$ cat src/rtl/br_pkg.sv
// Package br_pkg
// Shared branch class encoding for the branch resolve unit.
// Assumes a two-bit class field produced by the instruction decoder.
package br_pkg;

    typedef enum logic [1:0] {
        BR_NONE    = 2'b00,
        BR_NOTNEG  = 2'b01,
        BR_ZERO    = 2'b10,
        BR_NONZERO = 2'b11
    } br_kind_e;

endpackage

$ cat src/rtl/br_fetch_pc.sv
// Module br_fetch_pc
// Holds the fetch program counter. Each cycle it advances to PC+1 unless
// a redirect from the execute stage supplies a new address.
// Assumes fetch never stalls; the redirect has priority over the increment.
module br_fetch_pc #(
    parameter int          PW       = 8,
    parameter logic [PW-1:0] RESET_PC = '0
) (
    input  logic          clk,
    input  logic          rst_n,
    input  logic          redirect,
    input  logic [PW-1:0] redirect_addr,
    output logic [PW-1:0] pc_now,
    output logic [PW-1:0] pc_inc
);

    logic [PW-1:0] pc_q;
    logic [PW-1:0] pc_d;

    // Fall-through address of the instruction being fetched.
    always_comb begin
        pc_inc = pc_q + PW'(1);
    end

    // Pick the next fetch address: redirect wins over fall-through.
    always_comb begin
        pc_d = redirect ? redirect_addr : pc_inc;
    end

    // PC register with synchronous reset.
    always_ff @(posedge clk) begin
        if (!rst_n) begin
            pc_q <= RESET_PC;
        end else begin
            pc_q <= pc_d;
        end
    end

    assign pc_now = pc_q;

endmodule

$ cat src/rtl/br_stage_pipe.sv
// Module br_stage_pipe
// Carries each instruction's PC+1 and a valid bit through the decode,
// register-read and execute stage registers. Branch class and offset
// join from the decoder at the register-read stage.
// Assumes no stall; a squash clears valid bits only, contents still load.
module br_stage_pipe
    import br_pkg::*;
#(
    parameter int PW   = 8,
    parameter int IW   = 4,
    parameter int NSTG = 3
) (
    input  logic            clk,
    input  logic            rst_n,
    input  logic            squash,
    input  logic [PW-1:0]   fetch_inc,
    input  br_kind_e        dec_kind,
    input  logic [IW-1:0]   dec_imm,
    output logic [NSTG-1:0] stg_valid,
    output logic [PW-1:0]   ex_pc,
    output br_kind_e        ex_kind,
    output logic [IW-1:0]   ex_imm
);

    localparam int LAST = NSTG - 1;
    localparam int NTAG = NSTG - 1;

    logic [PW-1:0] pc_q   [NSTG];
    logic [NSTG-1:0] vld_q;
    br_kind_e      kind_q [NTAG];
    logic [IW-1:0] imm_q  [NTAG];

    genvar k;
    generate
        for (k = 0; k < NSTG; k++) begin : g_pc
            if (k == 0) begin : g_head
                // First stage takes the fetch PC+1; a live slot unless squashed.
                always_ff @(posedge clk) begin
                    if (!rst_n) begin
                        pc_q[k]  <= '0;
                        vld_q[k] <= 1'b0;
                    end else begin
                        pc_q[k]  <= fetch_inc;
                        vld_q[k] <= !squash;
                    end
                end
            end else begin : g_body
                // Later stages shift the previous stage forward.
                always_ff @(posedge clk) begin
                    if (!rst_n) begin
                        pc_q[k]  <= '0;
                        vld_q[k] <= 1'b0;
                    end else begin
                        pc_q[k]  <= pc_q[k-1];
                        vld_q[k] <= vld_q[k-1] && !squash;
                    end
                end
            end
        end

        for (k = 0; k < NTAG; k++) begin : g_tag
            if (k == 0) begin : g_cap
                // Capture decoder outputs as the instruction leaves decode.
                always_ff @(posedge clk) begin
                    if (!rst_n) begin
                        kind_q[k] <= BR_NONE;
                        imm_q[k]  <= '0;
                    end else begin
                        kind_q[k] <= dec_kind;
                        imm_q[k]  <= dec_imm;
                    end
                end
            end else begin : g_fwd
                // Move branch class and offset along with the PC.
                always_ff @(posedge clk) begin
                    if (!rst_n) begin
                        kind_q[k] <= BR_NONE;
                        imm_q[k]  <= '0;
                    end else begin
                        kind_q[k] <= kind_q[k-1];
                        imm_q[k]  <= imm_q[k-1];
                    end
                end
            end
        end
    endgenerate

    assign stg_valid = vld_q;
    assign ex_pc     = pc_q[LAST];
    assign ex_kind   = kind_q[NTAG-1];
    assign ex_imm    = imm_q[NTAG-1];

endmodule

$ cat src/rtl/br_cond_eval.sv
// Module br_cond_eval
// Decides whether the branch in execute is taken from its class and the
// current flag register. Purely combinational.
// Assumes the flags reflect the instruction just ahead of the branch.
module br_cond_eval
    import br_pkg::*;
(
    input  logic     live,
    input  br_kind_e kind,
    input  logic     flag_n,
    input  logic     flag_z,
    output logic     taken
);

    logic cond_ok;

    // Map each branch class to its flag test.
    always_comb begin
        unique case (kind)
            BR_NOTNEG:  cond_ok = !flag_n;
            BR_ZERO:    cond_ok = flag_z;
            BR_NONZERO: cond_ok = !flag_z;
            default:    cond_ok = 1'b0;
        endcase
    end

    // Only a live instruction may redirect.
    always_comb begin
        taken = live && cond_ok;
    end

endmodule

$ cat src/rtl/br_target_calc.sv
// Module br_target_calc
// Forms the branch target: carried PC+1 plus the sign-extended offset.
// Assumes PW is wider than IW; the sum wraps modulo 2^PW.
module br_target_calc #(
    parameter int PW = 8,
    parameter int IW = 4
) (
    input  logic [PW-1:0] pc_inc,
    input  logic [IW-1:0] offset,
    output logic [PW-1:0] target
);

    localparam int EXT = PW - IW;

    logic [PW-1:0] offset_ext;

    // Replicate the offset sign bit up to the PC width.
    always_comb begin
        offset_ext = {{EXT{offset[IW-1]}}, offset};
    end

    // Add the extended offset to the carried fall-through address.
    always_comb begin
        target = pc_inc + offset_ext;
    end

endmodule

$ cat src/rtl/branch_resolve_unit.sv
// Module branch_resolve_unit
// Top of the branch resolve unit: fetch PC, PC+1 stage chain, flag
// register, execute-stage condition test, target adder and kill outputs.
// Assumes fetch predicts fall-through every cycle and that a taken branch
// in execute discards the three younger stages.
module branch_resolve_unit
    import br_pkg::*;
#(
    parameter int            PW       = 8,
    parameter int            IW       = 4,
    parameter logic [PW-1:0] RESET_PC = '0
) (
    input  logic          clk,
    input  logic          rst_n,
    input  logic [1:0]    dec_kind,
    input  logic [IW-1:0] dec_offset,
    input  logic          ex_flag_we,
    input  logic          ex_neg,
    input  logic          ex_zero,
    output logic [PW-1:0] fetch_addr,
    output logic          de_valid,
    output logic          rf_valid,
    output logic          ex_valid,
    output logic [PW-1:0] ex_pc_inc,
    output logic          br_taken,
    output logic [PW-1:0] br_target,
    output logic          kill_fetch,
    output logic          kill_decode,
    output logic          kill_regread
);

    localparam int NSTG = 3;

    logic [PW-1:0]   pc_inc;
    logic [NSTG-1:0] stg_valid;
    br_kind_e        ex_kind;
    logic [IW-1:0]   ex_imm;
    logic            flag_n_q;
    logic            flag_z_q;
    logic            taken;
    logic [PW-1:0]   target;

    br_fetch_pc #(
        .PW       (PW),
        .RESET_PC (RESET_PC)
    ) u_fetch_pc (
        .clk           (clk),
        .rst_n         (rst_n),
        .redirect      (taken),
        .redirect_addr (target),
        .pc_now        (fetch_addr),
        .pc_inc        (pc_inc)
    );

    br_stage_pipe #(
        .PW   (PW),
        .IW   (IW),
        .NSTG (NSTG)
    ) u_stage_pipe (
        .clk       (clk),
        .rst_n     (rst_n),
        .squash    (taken),
        .fetch_inc (pc_inc),
        .dec_kind  (br_kind_e'(dec_kind)),
        .dec_imm   (dec_offset),
        .stg_valid (stg_valid),
        .ex_pc     (ex_pc_inc),
        .ex_kind   (ex_kind),
        .ex_imm    (ex_imm)
    );

    // Flag register: written only by a live instruction in execute.
    always_ff @(posedge clk) begin
        if (!rst_n) begin
            flag_n_q <= 1'b0;
            flag_z_q <= 1'b0;
        end else if (ex_flag_we && stg_valid[NSTG-1]) begin
            flag_n_q <= ex_neg;
            flag_z_q <= ex_zero;
        end
    end

    br_cond_eval u_cond_eval (
        .live   (stg_valid[NSTG-1]),
        .kind   (ex_kind),
        .flag_n (flag_n_q),
        .flag_z (flag_z_q),
        .taken  (taken)
    );

    br_target_calc #(
        .PW (PW),
        .IW (IW)
    ) u_target_calc (
        .pc_inc (ex_pc_inc),
        .offset (ex_imm),
        .target (target)
    );

    // Drive stage status and kill outputs.
    always_comb begin
        de_valid     = stg_valid[0];
        rf_valid     = stg_valid[1];
        ex_valid     = stg_valid[2];
        br_taken     = taken;
        br_target    = target;
        kill_fetch   = taken;
        kill_decode  = taken;
        kill_regread = taken;
    end

endmodule

$ cat config.mk
export PLATFORM = sky130hd
export DESIGN_NAME = branch_resolve_unit
export DESIGN_NICKNAME = d
export VERILOG_FILES = /design/src/rtl/br_pkg.sv /design/src/rtl/br_fetch_pc.sv /design/src/rtl/br_stage_pipe.sv /design/src/rtl/br_cond_eval.sv /design/src/rtl/br_target_calc.sv /design/src/rtl/branch_resolve_unit.sv
export SDC_FILE = /design/constraint.sdc
export NUM_CORES = 1
export LEC_CHECK = 0
export ABC_AREA = 1
export ABC_CLOCK_PERIOD_IN_PS = 1600
export BUFFER_PORTS_ARGS = -buffer_cell sky130_fd_sc_hd__buf_2
export CAP_MARGIN = 10
export CORE_MARGIN = 8
export CORE_UTILIZATION = 35
export DETAILED_ROUTE_END_ITERATION = 12
export MAX_ROUTING_LAYER = met4
export PLACE_DENSITY = 0.55
export SLEW_MARGIN = 20
export SYNTH_ARGS = -nofsm -noshare
export SYNTH_HDL_FRONTEND = slang
export SYNTH_SLANG_ARGS = --single-unit
export TNS_END_PERCENT = 10
$ cat constraint.sdc
create_clock -name clk -period 1.6 [get_ports clk]
set_clock_uncertainty 0.05 [all_clocks]
set_input_delay 0.16 -clock clk [delete_from_list [all_inputs] [get_ports clk]]
set_output_delay 0.16 -clock clk [all_outputs]
set_load 0.1 [all_outputs]
==> summary by stage <==
Die
For this configuration, the core starts out at a cell density of 0.362. After floorplanning, the core was sized to cover 0.00551 mm2. The die boundary width is 91.5 um. The number of top-level design ports is 42. The floorplan row count is 27.

The floorplan die area is 0.00837 mm2. The die boundary height is 91.5 um.

Clock network
The H-tree generated during clock tree synthesis spans 2 levels. After clock tree synthesis, the clock-pin slew on the worst setup and hold paths is 90 ps. In this run the clock root is driven by a clkbuf_8.

The clock net in this run drives a total of 49 sinks. The maximum count of clock buffers along a single path is 2. TritonCTS built the clock tree.

Clock latency on the worst-skew pair, taken at its later pin, is 300 ps. The number of clock buffers inserted by TritonCTS is 5.

Logic synthesis
The post-synthesis net count is around 270. The sequential element share of the synthesized area is 0.492. The mean area per synthesized cell is 7.85 um2. The distinct cell type count of the synthesized netlist is 27. In the post-synthesis netlist, the biggest area contributors are dfxtp_1, nand2_1, inv_1, ha_1, nand3_1. In the synthesized netlist, the number of instances is 254.

During synthesis, Yosys emitted a total of 0 warnings. The largest total area in the synthesized netlist belongs to dfxtp_1. In this run the cell area of the synthesized design comes to 0.00199 mm2.

The number of synthesized register bits is 49. The share of synthesized area in the top cell type comes to 0.492.

Critical path
The kind of critical path is flop to primary output. Of all nets on the critical path, the largest fanout is 3. Counting both buffers and inverters, the worst setup path holds a total of 1. The kind of cell adding the most delay to the critical path is adder cells. In this run the worst setup path begins at u_stage_pipe.pc_q[2][0]$_SDFF_PN0_. At the worst endpoint, the required time is approximately 1400 ps.

The largest stage delay on the critical path is 390 ps. The kind of end point of the critical path is a primary output. The critical path goes through ha_4, fa_2, nand2_2, nand3_2, nand3b_1, nand2_1, nand2_1, and2_4, buf_12. The type of element launching the critical path is a flop. The startpoint of the worst-slack reg-to-reg timing path is u_stage_pipe.pc_q[2][0]$_SDFF_PN0_. The slowest stage cell on the critical path is fa_2. The most common cell type on the critical path is nand2_1. The data arrival time of the critical path is 1920 ps.

STA
The hold violation total from the final report came to 0. Derived from the worst setup path, the maximum achievable clock frequency is 469 MHz. The post-route fraction of the period consumed by the critical path is 1.33. In this run the tightest slew margin relative to its limit is 0.664. Adding up every negative setup slack in the final design gives -2480 ps. The tightest hold path in the finished design has a slack of 55.0 ps. The slew at the pin closest to its max-slew limit is 508 ps. The number of failing setup endpoints in the final timing report is 9. The final setup slack of the worst path is -531 ps. Setup repair after global routing could not meet its margin everywhere. The number of pins with negative max-slew slack in the final report came to 0. The post-layout minimum cycle time is 2130 ps.

Route
For this run, the detailed router's first-pass iteration total came to 4. The routed layout has 1,601 vias. The via density per instance is roughly 4.1. The final wirelength is between 4000 and 5000 um. The DRC violation count after routing is 0.

The average wire per cell in the routed design is between 10 and 15 um. The count of antenna-violating nets left after detailed routing is 0. The first routing iteration left between 40 and 50 violations.

Cells and area
After the flow finishes, the layout carries non-filler instances totaling 390. The final net count is roughly 340. The area growth from synthesis to layout is 39.6%. The antenna diode count is 0. The fill cell instance count of the final layout is 522.

Measured on the finished design, the core utilization comes to 0.506. In the final layout, the share of cells above drive strength 1 is 0.324.

Placement
The number of port buffers is 41. Including well taps, the total number of placed cells is around 380. After legalization and detailed placement, the total HPWL measured 3310 um. The final RePlAce weighted congestion is 0.788.

Run status
The run finished, with violations left. The final reports fail on setup timing.

Hold path
In this run the most critical hold path is launched from ex_neg. The path class of the tightest hold or removal check is input port to flop.

Global routing
Across every metal layer, demand over resource in global routing totals 0.112. The first global-routing pass estimated between 7000 and 8000 um of wire. The largest net degree at the start of global routing is 27.

The initial antenna violation count is 0. The total overflow left after global routing is 0. The via count of the first global-routing pass is 1,611.

Power
The static power due to leakage is between 1.5 and 2 nW. Across the VDD grid, the largest voltage drop is 0.539 mV. For this design the ratio of total power to cell area is 869 mW/mm2.

Run
Across the run, the number of max-cap violations was 0.
==> worst register-to-register path: cells and delay by family (launching register included) <==
kind	cells	cell delay, ps
adder cells (fa/ha/maj)	2	550
buffers and inverters	2	150
AO/OA/AOI/OAI	1	120
AND/OR/NAND/NOR	5	340
flip-flops	1	360
==> placed cells by master, fill, tap and decap left out, drive strengths merged <==
| cell | n |
|---|---|
| a21oi | 4 |
| nor2 | 13 |
| a21boi | 1 |
| dlygate4sd3 | 6 |
| nand4 | 3 |
| fa | 1 |
| inv | 56 |
| clkinvlp | 2 |
| or2 | 1 |
| ha | 8 |
| clkinv | 3 |
| nand2 | 76 |
| clkbuf | 5 |
| nand3b | 2 |
| buf | 57 |
| o21ai | 5 |
| dfxtp | 49 |
| nand3 | 14 |
| o21bai | 1 |
| and2 | 3 |
| xor2 | 4 |
| xnor2 | 4 |
==> Yosys cell counts, drive strengths merged <==
cell	instances
or2	1
nand3	14
ha	8
xnor2	4
nand4	3
xor2	4
inv	58
nor2	13
and2	3
o21bai	1
a21oi	4
a21boi	1
dfxtp	49
buf	7
nand3b	2
nand2	76
o21ai	5
fa	1
==> where the power goes <==
| group | switching [mW] | internal, mW |
|---|---|---|
| clock | 0.405 | 0.302 |
| sequential | 0.0266 | 1.26 |
| combinational | 0.297 | 0.128 |
==> routing by layer <==
metal,GRT usage,wire length [um]
met2,0.171,1870
met5,-,0
met3,0.0362,225
met4,0.0532,63
met1,0.131,2010
==> metrics by stage <==
| step | setup slack, ps | instance area [um2] | power (mW) |
|---|---|---|---|
| detailed placement | -248 | 2590 | 1.73 |
| global route | -650 | 2780 | 2.55 |
| global placement | -224 | 2590 | 1.72 |
| finish | -531 | 2780 | 2.42 |
| CTS | -568 | 2780 | 2.46 |
| floorplan | -652 | 2060 | 1.61 |
==> path summary, 6_finish.rpt <==
check,endpoint,cells after the start,slack (ps)
max reg2reg,u_fetch_pc.pc_now[4]$_SDFF_PN0_,10,-70
min,flag_n_q$_SDFFE_PN0P_,3,50
max,br_target[6],9,-530
min reg2reg,u_stage_pipe.pc_q[2][5]$_SDFF_PN0_,2,360
==> layout make-up <==
cell class                      count  area, um2  area share
Sequential cell                    49       1000       0.359
Tap cell                           72       90.1      0.0324
Inverter                           58        229      0.0822
Clock inverter                      3       17.5     0.00629
Clock buffer                        5       68.8      0.0247
Multi-Input combinational cell    140        828       0.298
Timing Repair Buffer               63        551       0.198
==> flip-flops by register name, indices dropped and copies added, names as in the netlist <==
| register | count |
|---|---|
| flag_z_q | 1 |
| u_stage_pipe.imm_q | 8 |
| u_stage_pipe.stg_valid | 3 |
| u_stage_pipe.kind_q | 4 |
| u_stage_pipe.pc_q | 24 |
| flag_n_q | 1 |
| u_fetch_pc.pc_now | 8 |
==> cells by family after synthesis <==
| kind of cell | count (synthesis) | share of synthesized area |
|---|---|---|
| AOI/OAI and AO/OA | 11 | 0.0301 |
| DFF | 49 | 0.492 |
| and+or+nand+nor | 112 | 0.246 |
| xor gates and xnor gates | 8 | 0.0389 |
| buffers and inverters | 65 | 0.133 |
| adders and majority gates | 9 | 0.0602 |
==> what timing repair did <==
action | 4_1_cts | 5_1_grt
setup buffers | 0 | 0
endpoints found under the hold margin | 6 | 0
hold buffers | 6 | 0
pin swaps | 4 | 3
setup endpoints to repair | 13 | 15
cloned | 0 | 0
resized for setup | 9 | 5
(Power assumes the default switching activity.)
